File: src/rtl/ebit_pkg.sv
// Shared definitions for the E-bit transmit controller.
// Assumes two E-bit slots per multiframe, indexed 0 (frame 13) and 1 (frame 15).
package ebit_pkg;
    localparam int NUM_SLOTS = 2;
    typedef enum logic {
        SLOT_E13 = 1'b0,
        SLOT_E15 = 1'b1
    } ebit_slot_e;
endpackage

File: src/rtl/ebit_slot_sel.sv
// Decodes the frame tick and multiframe position into one fire pulse per E-bit slot.
// Assumes POS_A and POS_B differ.
module ebit_slot_sel #(
    parameter int POS_W = 4,
    parameter int POS_A = 13,
    parameter int POS_B = 15
) (
    input  logic                            frame_tick,
    input  logic [POS_W-1:0]                mf_pos,
    output logic [ebit_pkg::NUM_SLOTS-1:0]  fire
);
    // Match the current position against each slot position.
    always_comb begin
        fire[ebit_pkg::SLOT_E13] = frame_tick && (mf_pos == POS_W'(POS_A));
        fire[ebit_pkg::SLOT_E15] = frame_tick && (mf_pos == POS_W'(POS_B));
    end
endmodule

File: src/rtl/ebit_pend_cnt.sv
// Saturating count of queued zero bits for one E-bit slot.
// Two request inputs may pulse in the same cycle. A consume pulse retires one
// entry when the count is non-zero. Requests in a consume cycle count for later slots.
module ebit_pend_cnt #(
    parameter int CNT_W = 3
) (
    input  logic clk,
    input  logic rst_n,
    input  logic req_a,
    input  logic req_b,
    input  logic consume,
    output logic pending
);
    localparam int SUM_W = CNT_W + 2;
    localparam logic [SUM_W-1:0] MAX = SUM_W'((1 << CNT_W) - 1);

    logic [CNT_W-1:0] count;
    logic [SUM_W-1:0] sum;
    logic             dec;

    // Work out the next count: add the requests, subtract one retired entry, then clamp.
    always_comb begin
        dec = consume && (count != '0);
        sum = {2'b00, count} + {{(SUM_W-1){1'b0}}, req_a} + {{(SUM_W-1){1'b0}}, req_b}
              - {{(SUM_W-1){1'b0}}, dec};
        if (sum > MAX) sum = MAX;
    end

    // Register the count.
    always_ff @(posedge clk) begin
        if (!rst_n) count <= '0;
        else        count <= sum[CNT_W-1:0];
    end

    assign pending = (count != '0);

    // a full counter stays full unless an entry is retired.
    p_cnt_sat_r8: assert property (@(posedge clk) disable iff (!rst_n)
        ((count == MAX[CNT_W-1:0]) && !consume) |=> (count == MAX[CNT_W-1:0]));

    // a consume with entries present and no new request lowers the count by one.
    p_cnt_dec_r10: assert property (@(posedge clk) disable iff (!rst_n)
        (consume && (count != '0) && !req_a && !req_b) |=> (count == $past(count) - 1'b1));
endmodule

File: src/rtl/ebit_force_src.sv
// Combines the alignment-loss conditions that force both E bits to zero.
// Assumes frame-alignment loss implies multiframe-alignment loss. Either one counts as loss.
module ebit_force_src (
    input  logic en_loss,
    input  logic en_timer,
    input  logic mf_loss,
    input  logic fa_loss,
    input  logic timer_exp,
    output logic force_zero
);
    logic loss;

    // Evaluate the two force conditions. The timer is honoured only during loss.
    always_comb begin
        loss       = mf_loss || fa_loss;
        force_zero = (en_loss && loss) || (en_timer && loss && timer_exp);
    end
endmodule

File: src/rtl/ebit_tx_ctrl.sv
// E-bit transmit controller for the CRC-4 multiframe.
// Produces the registered value of the frame-13 and frame-15 E bits, with a strobe.
// Assumes frame_tick pulses for one cycle at the start of each frame, with mf_pos valid
// in that cycle, and that write and error inputs are single-cycle pulses.
module ebit_tx_ctrl #(
    parameter int POS_W = 4,
    parameter int POS_A = 13,
    parameter int POS_B = 15,
    parameter int CNT_W = 3
) (
    input  logic             clk,
    input  logic             rst_n,
    input  logic             frame_tick,
    input  logic [POS_W-1:0] mf_pos,
    input  logic             cfg_oneshot,
    input  logic             cfg_e13_bit,
    input  logic             cfg_e15_bit,
    input  logic             cfg_e13_wr,
    input  logic             cfg_e15_wr,
    input  logic             cfg_auto_err_en,
    input  logic             cfg_loss_zero_en,
    input  logic             cfg_timer_zero_en,
    input  logic             rx_crc_err,
    input  logic             rx_crc_smf,
    input  logic             rx_mf_loss,
    input  logic             rx_fa_loss,
    input  logic             rx_timer_exp,
    output logic             e_stb,
    output logic             e_val,
    output logic             e_sel
);
    import ebit_pkg::*;

    logic [NUM_SLOTS-1:0] fire;
    logic [NUM_SLOTS-1:0] pend;
    logic [NUM_SLOTS-1:0] ctl_bit;
    logic [NUM_SLOTS-1:0] ctl_wr;
    logic [NUM_SLOTS-1:0] direct_zero;
    logic                 force_zero;
    logic                 any_fire;
    logic                 val_next;

    assign ctl_bit = {cfg_e15_bit, cfg_e13_bit};
    assign ctl_wr  = {cfg_e15_wr, cfg_e13_wr};

    ebit_slot_sel #(.POS_W(POS_W), .POS_A(POS_A), .POS_B(POS_B)) u_sel (
        .frame_tick (frame_tick),
        .mf_pos     (mf_pos),
        .fire       (fire)
    );

    ebit_force_src u_force (
        .en_loss    (cfg_loss_zero_en),
        .en_timer   (cfg_timer_zero_en),
        .mf_loss    (rx_mf_loss),
        .fa_loss    (rx_fa_loss),
        .timer_exp  (rx_timer_exp),
        .force_zero (force_zero)
    );

    for (genvar s = 0; s < NUM_SLOTS; s++) begin : g_slot
        logic req_man;
        logic req_err;

        // Queue requests for this slot: one-shot writes of zero and reported errors.
        always_comb begin
            req_man        = cfg_oneshot && ctl_wr[s] && !ctl_bit[s];
            req_err        = cfg_auto_err_en && rx_crc_err && (rx_crc_smf == 1'(s));
            direct_zero[s] = !cfg_oneshot && !ctl_bit[s];
        end

        ebit_pend_cnt #(.CNT_W(CNT_W)) u_pend (
            .clk     (clk),
            .rst_n   (rst_n),
            .req_a   (req_man),
            .req_b   (req_err),
            .consume (fire[s]),
            .pending (pend[s])
        );
    end

    // AND all sources for the slot that fires: any request for zero wins.
    always_comb begin
        any_fire = |fire;
        if (fire[SLOT_E15]) val_next = !(force_zero || pend[SLOT_E15] || direct_zero[SLOT_E15]);
        else                val_next = !(force_zero || pend[SLOT_E13] || direct_zero[SLOT_E13]);
    end

    // Register the strobe, the bit value and the slot index.
    always_ff @(posedge clk) begin
        if (!rst_n) begin
            e_stb <= 1'b0;
            e_val <= 1'b1;
            e_sel <= 1'b0;
        end else begin
            e_stb <= any_fire;
            if (any_fire) begin
                e_val <= val_next;
                e_sel <= fire[SLOT_E15];
            end
        end
    end

    // a slot tick gives a strobe on the next cycle, and no other cycle does.
    p_stb_follow_r1: assert property (@(posedge clk) disable iff (!rst_n)
        any_fire |=> e_stb);
    p_stb_quiet_r1: assert property (@(posedge clk) disable iff (!rst_n)
        !any_fire |=> !e_stb);

    // a queued zero in the firing slot yields a transmitted zero.
    p_pend_zero_r3: assert property (@(posedge clk) disable iff (!rst_n)
        ((fire[SLOT_E13] && pend[SLOT_E13]) || (fire[SLOT_E15] && pend[SLOT_E15])) |=> !e_val);

    // enabled loss forcing yields a transmitted zero.
    p_loss_zero_r5: assert property (@(posedge clk) disable iff (!rst_n)
        (any_fire && cfg_loss_zero_en && rx_mf_loss) |=> !e_val);

    // frame-alignment loss never appears without multiframe loss.
    p_legal_status_r9: assert property (@(posedge clk) disable iff (!rst_n)
        rx_fa_loss |-> rx_mf_loss);
endmodule

File: config.mk
export PLATFORM = sky130hd
export DESIGN_NAME = ebit_tx_ctrl
export DESIGN_NICKNAME = d
export VERILOG_FILES = /design/src/rtl/ebit_pkg.sv /design/src/rtl/ebit_slot_sel.sv /design/src/rtl/ebit_pend_cnt.sv /design/src/rtl/ebit_force_src.sv /design/src/rtl/ebit_tx_ctrl.sv
export SDC_FILE = /design/constraint.sdc
export NUM_CORES = 1
export LEC_CHECK = 0
export ABC_AREA = 1
export BUFFER_PORTS_ARGS = -buffer_cell sky130_fd_sc_hd__buf_2
export CORE_UTILIZATION = 54
export CTS_BUF_LIST = sky130_fd_sc_hd__clkbuf_4 sky130_fd_sc_hd__clkbuf_8
export DETAILED_ROUTE_END_ITERATION = 6
export PLACE_DENSITY = 0.78
export SYNTH_ARGS = -nofsm -noshare
export SYNTH_HDL_FRONTEND = slang
export SYNTH_SLANG_ARGS = --single-unit
export TNS_END_PERCENT = 5
File: constraint.sdc
create_clock -name clk -period 2.6 [get_ports clk]
set_input_delay 0.13 -clock clk [delete_from_list [all_inputs] [get_ports clk]]
set_output_delay 0.13 -clock clk [all_outputs]
set_load 0.01 [all_outputs]
==> results.ini <==
[outcome]
outcome=finished, final reports clean

[global_routing]
grt-ovfl-total=0
antenna_found_initial=0
grt_max_degree=8
grt_pass1_vias=789
grt_use_total=0.207
grt_pass1_wl_um=2990

[setup_path]
critPathArrivalTime_ps=2590
rr_startpoint=g_slot[1].u_pend.count[2]
cp.required_ps=2760
worst-setup-path-type=register to register
worstSetupEndpointType=register
crit_path_cell_trace=o31ai_1 -> inv_1 -> ha_1 -> inv_1 -> ha_1 -> inv_1 -> fa_1 -> nor2_1 -> nand3_2 -> nand3_1 -> nand2_1 -> nand2_2 -> nand3_1 -> nand2_1 -> inv_1
crit_fanout=5
path_buf_inv=4
crit_path_start=g_slot[1].u_pend.count[2]
crit_path_start_kind=register
cpMostUsedCell=inv_1
crit_family=adder cells
cp_slowest_cell=fa_1
crit_path_max_incr_delay_ps=400

[die]
die_y_um=43.1
pin_count=23
die_area_mm2=0.00186
start_util=0.593
row_count=14
die_w_um=43.1
core-area_mm2=0.00154

[synth]
yosys_warnings=0
netlist_area_um2=913
synth_cell_types=21
yosys_register_bits=9
syn_nets=174
synth_area_per_cell_um2=6.52
ys_seq_area_frac=0.197
syn_inst=140

[clocking]
clock_sinks=9
cts-root-buf=clkbuf_4
cts_setup_buffers=0
cts_resized=0
cts_tree=done
cts_buffer_depth=2
cts_buffers=3
cts_hold_buf=0
h-tree-depth=1
clkTransAtPathRegs_ps=60
insertion_delay_ps=260

[pwr]
cellLeakagePower_nw=0.664
vdd_drop_max_v=0.000512
totalPowerFinal_w=0.000866
powerDensity_mw_per_mm2=803

[finish]
syn_to_final_growth_pct=18.1
regArea_um2=180
layout.nets=201
multiInputGateArea_um2=611
fill_cells=141
final_cell_mix=33 x nand2_1, 32 x inv_1, 22 x buf_2, 15 x nand3_1
diodes=0
layout_commonest_cell=nand2_1
drive_above_1_share=0.217

[timing]
clock_skew_ps=4.14
finalSetupViolCount=0
fin_crit_sh=0.936
fmax_mhz=411
rsz0062_at_grt=no
tightest_slew_ps=294
slew_headroom=0.804
finalSetupTns_ps=0
fin_crit_ps=2430
finalHoldViolations=0
drv_slew=0

[worst_hold_path]
holdCritPathClass=input pin to register
min-delay-start=rst_n

[drt]
wl_met2_um=780
first_iter_violations=24
routed_wl_um=1730
num_vias=915
met3WireLength_um=149
top_layer=met4
detail_route.wl_per_cell_um=9.53
dr.pass1.iters=4
drt-vias-per-instance=5.03
drtAntennaViolNets=0
m1WireLength_um=792
drc=0

[place]
hpwl_um=1480
portBuffers=22
gp_congestion=0.848

[run]
max_cap_violations=0

worst paths after layout:
path | end | slack, ps | cells past startpoint
setup / recovery | g_slot[1].u_pend.count[2] | 170 | 15
hold / removal | g_slot[0].u_pend.count[0] | 150 | 3
setup reg to reg | g_slot[1].u_pend.count[2] | 170 | 15
hold reg to reg | e_val | 460 | 2
where the power goes:
group	total (W)	internal, W	switching (W)
combinational	0.000545	0.000221	0.000324
sequential	0.000205	0.000174	0.0000303
clock	0.000116	0.0000694	0.0000467
cells in the mapped netlist, drive strengths merged:
master | n | area share
o21ai | 1 | 0.0096
a21oi | 3 | 0.016
o31ai | 1 | 0.0082
nand4 | 5 | 0.034
nand3b | 2 | 0.016
nor2 | 12 | 0.049
nand3 | 18 | 0.12
o22ai | 1 | 0.0069
dfxtp | 9 | 0.20
a211oi | 1 | 0.0082
xnor2 | 1 | 0.0096
ha | 12 | 0.16
inv | 34 | 0.14
nor3b | 1 | 0.0082
fa | 2 | 0.044
a21o | 1 | 0.0082
nand2 | 36 | 0.16
sequential cells by signal, indices dropped and copies added, names as in the netlist:
signal,flops
e_val,1
e_sel,1
g_slot.u_pend.count,6
e_stb,1
cells by family after synthesis:
group                      count (synthesis)  share of synthesized area
and+or+nand+nor                           74                      0.388
adders and majority gates                 14                      0.208
buffers and inverters                     34                      0.140
xor gates and xnor gates                   1                    0.00959
AOI/OAI and AO/OA                          8                     0.0575
DFF                                        9                      0.197
worst min-delay path: cells and delay by family:
kind | cells | cell delay (ps)
buffers and inverters | 2 | 170
AND/OR/NAND/NOR | 1 | 70
metal layers:
metal	track usage	up-vias
met5	0	-
met4	0.0364	0
met3	0.0383	3
met2	0.349	38
met1	0.275	380
li1	-	494
area by class of cell:
| type | instances | share of cell area |
|---|---|---|
| multi-input cells | 97 | 0.566 |
| repair buffers | 22 | 0.102 |
| well taps | 16 | 0.0186 |
| clock buffers | 4 | 0.0278 |
| flip-flops and latches | 9 | 0.167 |
| inverters | 34 | 0.118 |
through the flow:
step / cells / hold slack, ps / cell area (µm²) / util / setup WS [ps]
finish: 182 / 153 / 1080 / 0.700 / 166
global route: 182 / 160 / 1080 / 0.700 / 0.763
CTS: 182 / 154 / 1070 / 0.696 / 178
detailed placement: 178 / 419 / 1040 / 0.677 / 169
global placement: 178 / 418 / 1040 / 0.677 / 250
floorplan: 140 / 228 / 913 / - / 367
No activity file was read; power rests on OpenSTA's default activity.
